File: config.mk
export PLATFORM = sky130hd
export DESIGN_NAME = cpwm3_timer
export DESIGN_NICKNAME = d
export VERILOG_FILES = /design/src/rtl/cpwm3_pkg.sv /design/src/rtl/cpwm3_regs.sv /design/src/rtl/cpwm3_tri_pair.sv /design/src/rtl/cpwm3_phase_out.sv /design/src/rtl/cpwm3_cfg_check.sv /design/src/rtl/cpwm3_timer.sv
export SDC_FILE = /design/constraint.sdc
export NUM_CORES = 1
export LEC_CHECK = 0
export CAP_MARGIN = 20
export CORE_MARGIN = 4
export CORE_UTILIZATION = 30
export CTS_CLUSTER_SIZE = 14
export DETAILED_ROUTE_END_ITERATION = 8
export MAX_ROUTING_LAYER = met4
export PLACE_DENSITY_LB_ADDON = 0.25
export SYNTH_ARGS = -nofsm -noshare
export SYNTH_HDL_FRONTEND = slang
export SYNTH_SLANG_ARGS = --single-unit
File: constraint.sdc
create_clock -name clk -period 11.3 [get_ports clk]
set_input_delay 2.26 -clock clk [delete_from_list [all_inputs] [get_ports clk]]
set_output_delay 2.26 -clock clk [all_outputs]
set_load 0.005 [all_outputs]
File: src/rtl/cpwm3_pkg.sv
`timescale 1ns/1ps
package cpwm3_pkg;
  localparam int ADR_CTRL     = 0;
  localparam int ADR_CNT_A    = 1;
  localparam int ADR_CNT_B    = 2;
  localparam int ADR_PERIOD   = 3;
  localparam int ADR_XPT_BASE = 4;
  localparam int RUN_A_BIT    = 0;
  localparam int RUN_B_BIT    = 1;

  // high side is on while the leading count is under the switching point
  function automatic logic hi_side_on(input logic [31:0] lead, input logic [31:0] xpt);
    return lead < xpt;
  endfunction

  // low side is on while the lagging count is at or over the switching point
  function automatic logic lo_side_on(input logic [31:0] lag, input logic [31:0] xpt);
    return lag >= xpt;
  endfunction

  function automatic logic [31:0] tri_step(input logic [31:0] v, input logic up);
    return up ? v + 32'd1 : v - 32'd1;
  endfunction

  function automatic logic at_peak(input logic [31:0] lead, input logic [31:0] period);
    return lead == period + 32'd1;
  endfunction
endpackage

File: src/rtl/cpwm3_regs.sv
`timescale 1ns/1ps
module cpwm3_regs import cpwm3_pkg::*; #(
  parameter int CW = 16,
  parameter int PH = 3,
  parameter int AW = 3
) (
  input  logic                   clk,
  input  logic                   rst_n,
  input  logic                   wr_en,
  input  logic [AW-1:0]          wr_addr,
  input  logic [CW-1:0]          wr_data,
  output logic                   run_a,
  output logic                   run_b,
  output logic                   start_pulse,
  output logic                   ld_a,
  output logic                   ld_b,
  output logic                   wr_dropped,
  output logic [CW-1:0]          period,
  output logic [PH-1:0][CW-1:0]  xpt
);
  logic locked;
  logic ctrl_sel;
  logic cfg_wr;

  assign locked      = run_a | run_b;
  assign ctrl_sel    = wr_en && (wr_addr == AW'(ADR_CTRL));
  assign cfg_wr      = wr_en && !locked && !ctrl_sel;
  assign wr_dropped  = wr_en && locked && !ctrl_sel;
  assign start_pulse = ctrl_sel && wr_data[RUN_A_BIT] && wr_data[RUN_B_BIT] && !(run_a && run_b);
  assign ld_a        = cfg_wr && (wr_addr == AW'(ADR_CNT_A));
  assign ld_b        = cfg_wr && (wr_addr == AW'(ADR_CNT_B));

  always_ff @(posedge clk) begin
    if (!rst_n) begin
      run_a  <= 1'b0;
      run_b  <= 1'b0;
      period <= '0;
    end else begin
      if (ctrl_sel) begin
        run_a <= wr_data[RUN_A_BIT];
        run_b <= wr_data[RUN_B_BIT];
      end
      if (cfg_wr && (wr_addr == AW'(ADR_PERIOD))) period <= wr_data;
    end
  end

  for (genvar g = 0; g < PH; g++) begin : g_xpt
    always_ff @(posedge clk) begin
      if (!rst_n)                                         xpt[g] <= '0;
      else if (cfg_wr && (wr_addr == AW'(ADR_XPT_BASE + g))) xpt[g] <= wr_data;
    end
  end
endmodule

File: src/rtl/cpwm3_tri_pair.sv
`timescale 1ns/1ps
module cpwm3_tri_pair import cpwm3_pkg::*; #(
  parameter int CW = 16
) (
  input  logic          clk,
  input  logic          rst_n,
  input  logic          cnt_en,
  input  logic          run_a,
  input  logic          run_b,
  input  logic          start_pulse,
  input  logic          ld_a,
  input  logic          ld_b,
  input  logic [CW-1:0] ld_val,
  input  logic [CW-1:0] period,
  output logic [CW-1:0] cnt_a,
  output logic [CW-1:0] cnt_b,
  output logic          dir_up
);
  logic both;
  logic at_top;
  logic at_bot;
  logic turn;
  logic next_up;

  assign both    = run_a && run_b;
  assign at_top  = at_peak(32'(cnt_a), 32'(period));
  assign at_bot  = (cnt_b == '0);
  assign turn    = both && cnt_en && (dir_up ? at_top : at_bot);
  assign next_up = dir_up ^ turn;

  always_ff @(posedge clk) begin
    if (!rst_n) begin
      cnt_a  <= '0;
      cnt_b  <= '0;
      dir_up <= 1'b1;
    end else begin
      dir_up <= start_pulse ? 1'b1 : next_up;
      if (ld_a)                  cnt_a <= ld_val;
      else if (run_a && cnt_en)  cnt_a <= CW'(tri_step(32'(cnt_a), next_up));
      if (ld_b)                  cnt_b <= ld_val;
      else if (run_b && cnt_en)  cnt_b <= CW'(tri_step(32'(cnt_b), next_up));
    end
  end
endmodule

File: src/rtl/cpwm3_phase_out.sv
`timescale 1ns/1ps
module cpwm3_phase_out import cpwm3_pkg::*; #(
  parameter int CW = 16
) (
  input  logic          clk,
  input  logic          rst_n,
  input  logic          active,
  input  logic [CW-1:0] cnt_a,
  input  logic [CW-1:0] cnt_b,
  input  logic [CW-1:0] xpt,
  output logic          pos_q,
  output logic          neg_q
);
  logic pos_d;
  logic neg_d;

  assign pos_d = active && hi_side_on(32'(cnt_a), 32'(xpt));
  assign neg_d = active && lo_side_on(32'(cnt_b), 32'(xpt));

  always_ff @(posedge clk) begin
    if (!rst_n) begin
      pos_q <= 1'b0;
      neg_q <= 1'b0;
    end else begin
      pos_q <= pos_d;
      neg_q <= neg_d;
    end
  end
endmodule

File: src/rtl/cpwm3_cfg_check.sv
`timescale 1ns/1ps
module cpwm3_cfg_check #(
  parameter int CW = 16,
  parameter int PH = 3
) (
  input  logic                  clk,
  input  logic                  rst_n,
  input  logic                  start_pulse,
  input  logic [CW-1:0]         cnt_a,
  input  logic [CW-1:0]         cnt_b,
  input  logic [PH-1:0][CW-1:0] xpt,
  output logic                  err_same,
  output logic                  err_margin
);
  logic [PH-1:0] below;

  for (genvar g = 0; g < PH; g++) begin : g_below
    assign below[g] = xpt[g] < cnt_a;
  end

  always_ff @(posedge clk) begin
    if (!rst_n) begin
      err_same   <= 1'b0;
      err_margin <= 1'b0;
    end else if (start_pulse) begin
      err_same   <= (cnt_a == cnt_b);
      err_margin <= |below;
    end
  end
endmodule

File: src/rtl/cpwm3_timer.sv
`timescale 1ns/1ps
module cpwm3_timer import cpwm3_pkg::*; #(
  parameter  int CW = 16,
  parameter  int PH = 3,
  localparam int AW = $clog2(ADR_XPT_BASE + PH)
) (
  input  logic          clk,
  input  logic          rst_n,
  input  logic          cnt_en,
  input  logic          wr_en,
  input  logic [AW-1:0] wr_addr,
  input  logic [CW-1:0] wr_data,
  output logic [PH-1:0] pwm_p,
  output logic [PH-1:0] pwm_n,
  output logic          err_same,
  output logic          err_margin
);
  logic                  run_a;
  logic                  run_b;
  logic                  both_run;
  logic                  any_run;
  logic                  start_pulse;
  logic                  ld_a;
  logic                  ld_b;
  logic                  wr_dropped;
  logic                  dir_up;
  logic [CW-1:0]         period;
  logic [CW-1:0]         cnt_a;
  logic [CW-1:0]         cnt_b;
  logic [PH-1:0][CW-1:0] xpt;

  assign both_run = run_a && run_b;
  assign any_run  = run_a || run_b;

  cpwm3_regs #(.CW(CW), .PH(PH), .AW(AW)) u_regs (
    .clk(clk), .rst_n(rst_n), .wr_en(wr_en), .wr_addr(wr_addr), .wr_data(wr_data),
    .run_a(run_a), .run_b(run_b), .start_pulse(start_pulse), .ld_a(ld_a), .ld_b(ld_b),
    .wr_dropped(wr_dropped), .period(period), .xpt(xpt)
  );

  cpwm3_tri_pair #(.CW(CW)) u_tri (
    .clk(clk), .rst_n(rst_n), .cnt_en(cnt_en), .run_a(run_a), .run_b(run_b),
    .start_pulse(start_pulse), .ld_a(ld_a), .ld_b(ld_b), .ld_val(wr_data),
    .period(period), .cnt_a(cnt_a), .cnt_b(cnt_b), .dir_up(dir_up)
  );

  for (genvar g = 0; g < PH; g++) begin : g_phase
    cpwm3_phase_out #(.CW(CW)) u_ph (
      .clk(clk), .rst_n(rst_n), .active(both_run), .cnt_a(cnt_a), .cnt_b(cnt_b),
      .xpt(xpt[g]), .pos_q(pwm_p[g]), .neg_q(pwm_n[g])
    );
  end

  cpwm3_cfg_check #(.CW(CW), .PH(PH)) u_cfg (
    .clk(clk), .rst_n(rst_n), .start_pulse(start_pulse), .cnt_a(cnt_a), .cnt_b(cnt_b),
    .xpt(xpt), .err_same(err_same), .err_margin(err_margin)
  );
endmodule

==> out/summary.txt, run 1 <==
Syn-to-layout area delta - 9.665%
largest family of logic cells by synthesized area - simple AND/OR/NAND/NOR gates
Die Area - 0.02998 mm2
Worst Skew - 0.01165 ns
Compound-Gate Fraction of Synth Area - 21.10%
cts hold-fix bufs - 0
worst slack at placement - 5.009 ns
Hold Path Class - flip-flop to flip-flop
Ant. Diodes - 0
register area share after synthesis - 26.18%
synth warn - 0
Initial Utilization - 30.44%
Final Critical Period - 5.982 ns
initial DRC count - 782
global-route wire length before repair - 44.86 mm
post-synthesis simple-gate area fraction - 24.74%
RSZ-0062 raised after global routing - false
post-CTS setup buffers - 0
CP dominant cell by count - a31oi_1
Max Slew Vio Count - 0
mux cell area share after synthesis - 0.8717%
Max Cap Violations - 0
most numerous cell in the Yosys netlist - nand2_1
Post-Synthesis Cells - 1092
initial antenna violation count - 0
max_slew headroom - 33.07%
top_reg_cell synth - dfxtp_1
total grt overflow - 0
PnR worst setup slack - 5.318 ns
post-route insts no fill - 1410
maximum root-to-sink buffer count - 2
vias in the first global route - 7544
CTS H-Tree Depth - 3
Chip Width - 173.1 um
slowest stage delay, CP - 0.58 ns
hpwl dp - 21.16 mm
Worst Path Max Fanout - 24
Sink Count - 107
port buffer count - 30
Mapped Area - 0.008182 mm2
Post-synth EDFFs - 0
Syn Area/Cell - 7.492 um2
leakage power - 3.344 nW
synth cell count leaders - 190 x nand2_1, 107 x dfxtp_1, 105 x a21oi_1
fin crit share - 52.94%
# DRC - 0
peak supply drop - 0.05465 mV
CP startpoint kind - primary input
WP data required - 11.58 ns
Synth cell types - 70
fraction of layout cells with a size suffix above 1 - 3.461%
Top Metal Used - met4
NumNets Final - 1187
clk_lat worst skew - 0.36 ns
largest net degree at the start of global routing - 73
worst-margin pin slew - 1.001 ns
vias after detailed routing - 7900
fraction of the mapped netlist area in adder cells - 15.14%
final hold violations - 0
Inst Count DP - 1394
cts bufs inserted - 9
leading post-synthesis cells by cell area - dfxtp_1 26%, ha_1 15%, nand2_1 8.7%
Cell Chain, Critical Path - clkdlybuf4s50_1, nand2_1, nor3b_1, a31o_2, o21a_1, buf_4, xnor2_1, ha_1, and2_0, a31oi_1, or3_1, a31oi_1
clk root buf - clkbuf_16
# rows - 60
ys async rst share - 0%
Ports - 31
Critical-path top delay cell - o21a_1
Final Power - 0.8914 mW
placeable core area - 0.02688 mm2
TritonCTS clock tree - done
Synth Net Count - 1214
classification of the worst setup path - primary input to flip-flop
pwr/cell area - 99.35 mW/mm2
crit end category - flip-flop
DR WL/cell - 20.36 um
remaining antenna violation count after routing - 0
Die Span Y - 173.1 um
top cell type's share of synthesized area - 26.18%
Clock Pin Slew Worst Setup and Hold Paths - 0.08 ns
Max Clock Freq - 0.1672 GHz
status - completed
Core Util, Final - 33.38%
DRT Pass-1 Iters - 6
setup TNS - 0 ns
metal1 wirelength - 13.37 mm
WL met2 - 13.24 mm
FF+latch count, synth - 107
Routed Wire Length - 28.70 mm
final setup vio count - 0
gpl congestion - 0.9381
XOR/XNOR share of the synthesized area - 4.618%
Vias/cell - 5.603
total track usage - 19.52%
# resized after CTS - 0
Met3 Wirelength - 1.275 mm
WP data arrival - 6.26 ns
post-synth top area cell - dfxtp_1
[state kept, by name, summed over array words and instances, names as in the netlist]
register / count
u_cfg.err_same: 1
u_regs.run_b: 1
u_regs.period: 16
u_cfg.err_margin: 1
g_phase.u_ph.pos_q: 3
u_tri.cnt_b: 16
u_regs.run_a: 1
g_phase.u_ph.neg_q: 3
u_regs.xpt: 48
u_tri.dir_up: 1
u_tri.cnt_a: 16
[worst max-delay path: cells and delay by family]
kind                       cells  cell delay (ns)
AOI/OAI and AO/OA              4             1.07
xor gates and xnor gates       1             0.14
adders and majority gates      1             0.36
buffers and inverters          2             0.89
and+or+nand+nor                4             1.52
[power by group]
group / internal (mW) / switching [mW]
logic: 0.0585 / 0.0847
registers: 0.384 / 0.0165
clock network: 0.193 / 0.154
total: 0.636 / 0.255
[logic make-up after synthesis]
kind of cell,after synthesis
adder cells (fa/ha/maj),99
AND/OR/NAND/NOR,423
multiplexers,7
XOR/XNOR,41
flip-flops,107
buffers and inverters,147
AO/OA/AOI/OAI,268
[per-layer routing]
layer / vias to the layer above / global-route usage (%)
li1: 3819 / -
met1: 3831 / 25.96
met2: 206 / 30.76
met3: 44 / 2.164
met4: 0 / 7.183
met5: - / -
[cell type report]
type	count	area, um2
clock inverter	5	78.83
tap	341	426.7
clock buffer	10	229.0
inverter	69	260.3
sequential	107	2142
timing repair buffer	40	375.4
fill	2862	17900
multi-input combinational	838	5460
[through the flow]
step                      hold WS, ns  area, um2
after detailed placement       0.4489       8657
final                          0.4586       8972
after global placement         0.4430       8657
after global routing           0.4771       8972
after CTS                      0.4596       8965
after floorplan                0.4363       8182
[placed cells by master (no fill, tap or decap), types with 3 or more instances in the layout]
| cell | Yosys | routed |
|---|---|---|
| xnor2_1 | 19 | 19 |
| nor3_1 | 33 | 31 |
| nor2b_1 | 11 | 11 |
| clkinv_2 | 0 | 3 |
| a22oi_1 | 12 | 12 |
| and3_1 | 11 | 11 |
| a31oi_1 | 23 | 23 |
| or3_1 | 15 | 15 |
| a21o_1 | 30 | 30 |
| a21oi_1 | 105 | 105 |
| or4_1 | 4 | 4 |
| o21a_1 | 15 | 15 |
| xor2_1 | 21 | 21 |
| o211ai_1 | 4 | 4 |
| nor2_1 | 43 | 43 |
| clkbuf_16 | 0 | 9 |
| clkdlybuf4s50_1 | 0 | 30 |
| mux2i_1 | 6 | 6 |
| o31ai_1 | 3 | 3 |
| nand4_1 | 22 | 22 |
| and2_1 | 3 | 3 |
| ha_1 | 99 | 99 |
| a41oi_1 | 4 | 4 |
| nand2b_1 | 12 | 12 |
| nand2_1 | 190 | 190 |
| a211oi_1 | 10 | 10 |
| o22ai_1 | 3 | 3 |
| buf_4 | 6 | 10 |
| o21ai_0 | 25 | 25 |
| nand3_1 | 35 | 35 |
| dfxtp_1 | 107 | 107 |
| nor4_1 | 25 | 25 |
| nor4b_1 | 3 | 3 |
| inv_1 | 69 | 68 |
| and4_1 | 8 | 8 |
| nor3b_1 | 4 | 3 |
[final timing paths]
| kind | from | slack, ns | cells past startpoint | endpoint |
|---|---|---|---|---|
| hold reg to reg | u_regs.xpt[2]$_SDFFE_PN0P_ | 0.46 | 2 | u_regs.xpt[2]$_SDFFE_PN0P_ |
| hold / removal | u_regs.xpt[2]$_SDFFE_PN0P_ | 0.46 | 2 | u_regs.xpt[2]$_SDFFE_PN0P_ |
| setup / recovery | cnt_en | 5.32 | 12 | u_tri.cnt_a[10]$_SDFFE_PN0P_ |
| setup reg to reg | u_regs.period[0]$_SDFFE_PN0P_ | 6.85 | 14 | u_tri.cnt_a[10]$_SDFFE_PN0P_ |
No activity file was read; power rests on OpenSTA's default activity.
==> run 2: changes to the inputs <==
clock period = 6.25 ns   (was 11.3 ns; I/O delays follow)
==> out/summary.txt, run 2 (synthesized netlist as in run 1, its figures left out) <==
hpwl dp - 21.28 mm (+0.54%)
max reg flops - 48 (unchanged)
total grt overflow - 0 (unchanged)
post-CTS setup buffers - 0 (unchanged)
fraction of layout cells with a size suffix above 1 - 3.914% (+0.45 points)
vias in the first global route - 7498 (-0.61%)
global-route wire length before repair - 44.46 mm (-0.89%)
Chip Width - 173.1 um (unchanged)
placeable core area - 0.02688 mm2 (unchanged)
classification of the worst setup path - primary input to flip-flop
setup TNS - 0 ns (unchanged)
# DRC - 0 (unchanged)
slowest stage delay, CP - 0.62 ns (+0.04 ns)
final setup vio count - 0 (unchanged)
leading cell type in the layout, fill and taps excluded - nand2_1
DR WL/cell - 20.19 um (-0.80%)
Comb pwr share - 16.1% (about the same)
largest net degree at the start of global routing - 52 (-29%)
Hold Path Class - flip-flop to flip-flop
Worst Skew - 0.01396 ns (+0.002305 ns)
clk root buf - clkbuf_16
total track usage - 19.35% (-0.17 points)
Ports - 31 (unchanged)
# resized after CTS - 0 (unchanged)
Max Clock Freq - 0.2104 GHz
Max Cap Violations - 0 (unchanged)
peak supply drop - 0.08773 mV (+61%)
most frequent cells in the layout - 190 x nand2_1, 107 x dfxtp_1, 105 x a21oi_1, 99 x ha_1, 68 x inv_1
Final Critical Period - 4.752 ns
WP data arrival - 5.04 ns (-1.22 ns)
crit end category - flip-flop
final hold violations - 0 (unchanged)
CTS H-Tree Depth - 3 (unchanged)
Vias/cell - 5.559 (-0.78%)
clk_lat worst skew - 0.36 ns (about the same)
vias after detailed routing - 7861 (-0.49%)
# rows - 60 (unchanged)
Worst Path Max Fanout - 24 (unchanged)
Max Slew Vio Count - 0 (unchanged)
cts bufs inserted - 9 (unchanged)
maximum root-to-sink buffer count - 2 (unchanged)
CP startpoint kind - primary input
fillers - 2885 (+0.80%)
max_slew headroom - 26.85% (-6.2 points)
Syn-to-layout area delta - 10.09%
area of the multi-input gates - 0.005460 mm2 (unchanged)
Worst Hold Depth - 2 (unchanged)
FF+latch area - 0.002142 mm2 (unchanged)
P_int - 1.142 mW (+79%)
Sink Count - 107 (unchanged)
remaining antenna violation count after routing - 0 (unchanged)
status - completed
CP dominant cell by count - buf_4
Routed Wire Length - 28.56 mm (-0.52%)
fin crit share - 76.03%
RSZ-0062 raised after global routing - false
DP Area - 0.008687 mm2 (+0.35%)
initial antenna violation count - 0 (unchanged)
DRT Pass-1 Iters - 5 (-1)
P_sw - 0.4732 mW (+85%)
worst-margin pin slew - 1.093 ns (+0.09223 ns)
initial DRC count - 624 (-20%)
TritonCTS clock tree - done
Critical-path top delay cell - o21a_1
WP data required - 6.54 ns (-5.04 ns)
cells on worst reg2reg path - 14 (unchanged)
Initial Utilization - 30.44% (unchanged)
final instance area - 0.009007 mm2 (+0.39%)
Die Span Y - 173.1 um (unchanged)
Die Area - 0.02998 mm2 (unchanged)
leakage power - 3.365 nW (+0.64%)
port buffer count - 30 (unchanged)
Clock Pin Slew Worst Setup and Hold Paths - 0.08 ns (about the same)
Cell Chain, Critical Path - clkdlybuf4s50_1, nand2_1, buf_4, nor3b_1, a31o_2, o21a_1, buf_4, xnor2_1, ha_1, and2_0, a21oi_1, or3_1, a31oi_1
largest reg by FF count - u_regs.xpt
cts hold-fix bufs - 0 (unchanged)
NumNets Final - 1190 (+0.25%)
Clk pwr share - 39.1% (about the same)
Core Util, Final - 33.51% (+0.13 points)
pwr/cell area - 179.3 mW/mm2 (+80%)
gpl congestion - 0.9517 (+1.4%)
Ant. Diodes - 0 (unchanged)
sequential power share - 44.8% (-0.2 points)
switching portion of total power - 29.30% (+0.67 points)
run 2: final timing paths:
check	from	to	slack [ns]
max	cnt_en	u_tri.cnt_a[12]$_SDFFE_PN0P_	1.50
max reg2reg	u_regs.period[0]$_SDFFE_PN0P_	u_tri.cnt_a[12]$_SDFFE_PN0P_	1.79
min	u_regs.xpt[12]$_SDFFE_PN0P_	u_regs.xpt[12]$_SDFFE_PN0P_	0.45
min reg2reg	u_regs.xpt[12]$_SDFFE_PN0P_	u_regs.xpt[12]$_SDFFE_PN0P_	0.45
run 2: stage by stage:
step           power [mW]  setup slack, ns  std cells  hold WS, ns
2_1_floorplan      0.8979            2.462       1092       0.4363
3_3_place_gp       0.9967            1.264       1398       0.4424
3_5_place_dp       0.9978            1.203       1398       0.4467
4_1_cts             1.634            1.561       1414       0.4580
5_1_grt             1.690            1.221       1414       0.4786
6_report            1.615            1.498       1414       0.4548
run 2: power groups by stage:
stage	registers (mW)	clock network [mW]	logic [mW]
floorplan	0.721	0	0.177
global placement	0.739	0	0.258
detailed placement	0.739	0	0.259
CTS	0.723	0.651	0.260
global route	0.726	0.675	0.289
finish	0.723	0.632	0.260
run 2: layout make-up:
cell class              instances  share of cell area, %
inverters                      69                  2.889
clock inverters                 5                 0.7501
flip-flops and latches        107                  23.78
multi-input cells             838                  60.62
clock buffers                  11                  2.806
well taps                     341                  4.737
repair buffers                 43                  4.417
run 2: metal layers:
metal	vias up	GRT usage [%]	wire, um
met5	-	-	0
met4	0	6.851	881
met3	52	2.536	1602
met2	231	30.40	13050
met1	3745	25.67	13020
li1	3833	-	-
run 2: worst max-delay path: cells and delay by family:
| kind | cells | cell delay (ns) |
|---|---|---|
| adder cells (fa/ha/maj) | 1 | 0.38 |
| XOR/XNOR | 1 | 0.15 |
| AND/OR/NAND/NOR | 4 | 1.00 |
| AO/OA/AOI/OAI | 4 | 1.11 |
| buffers and inverters | 3 | 1.13 |
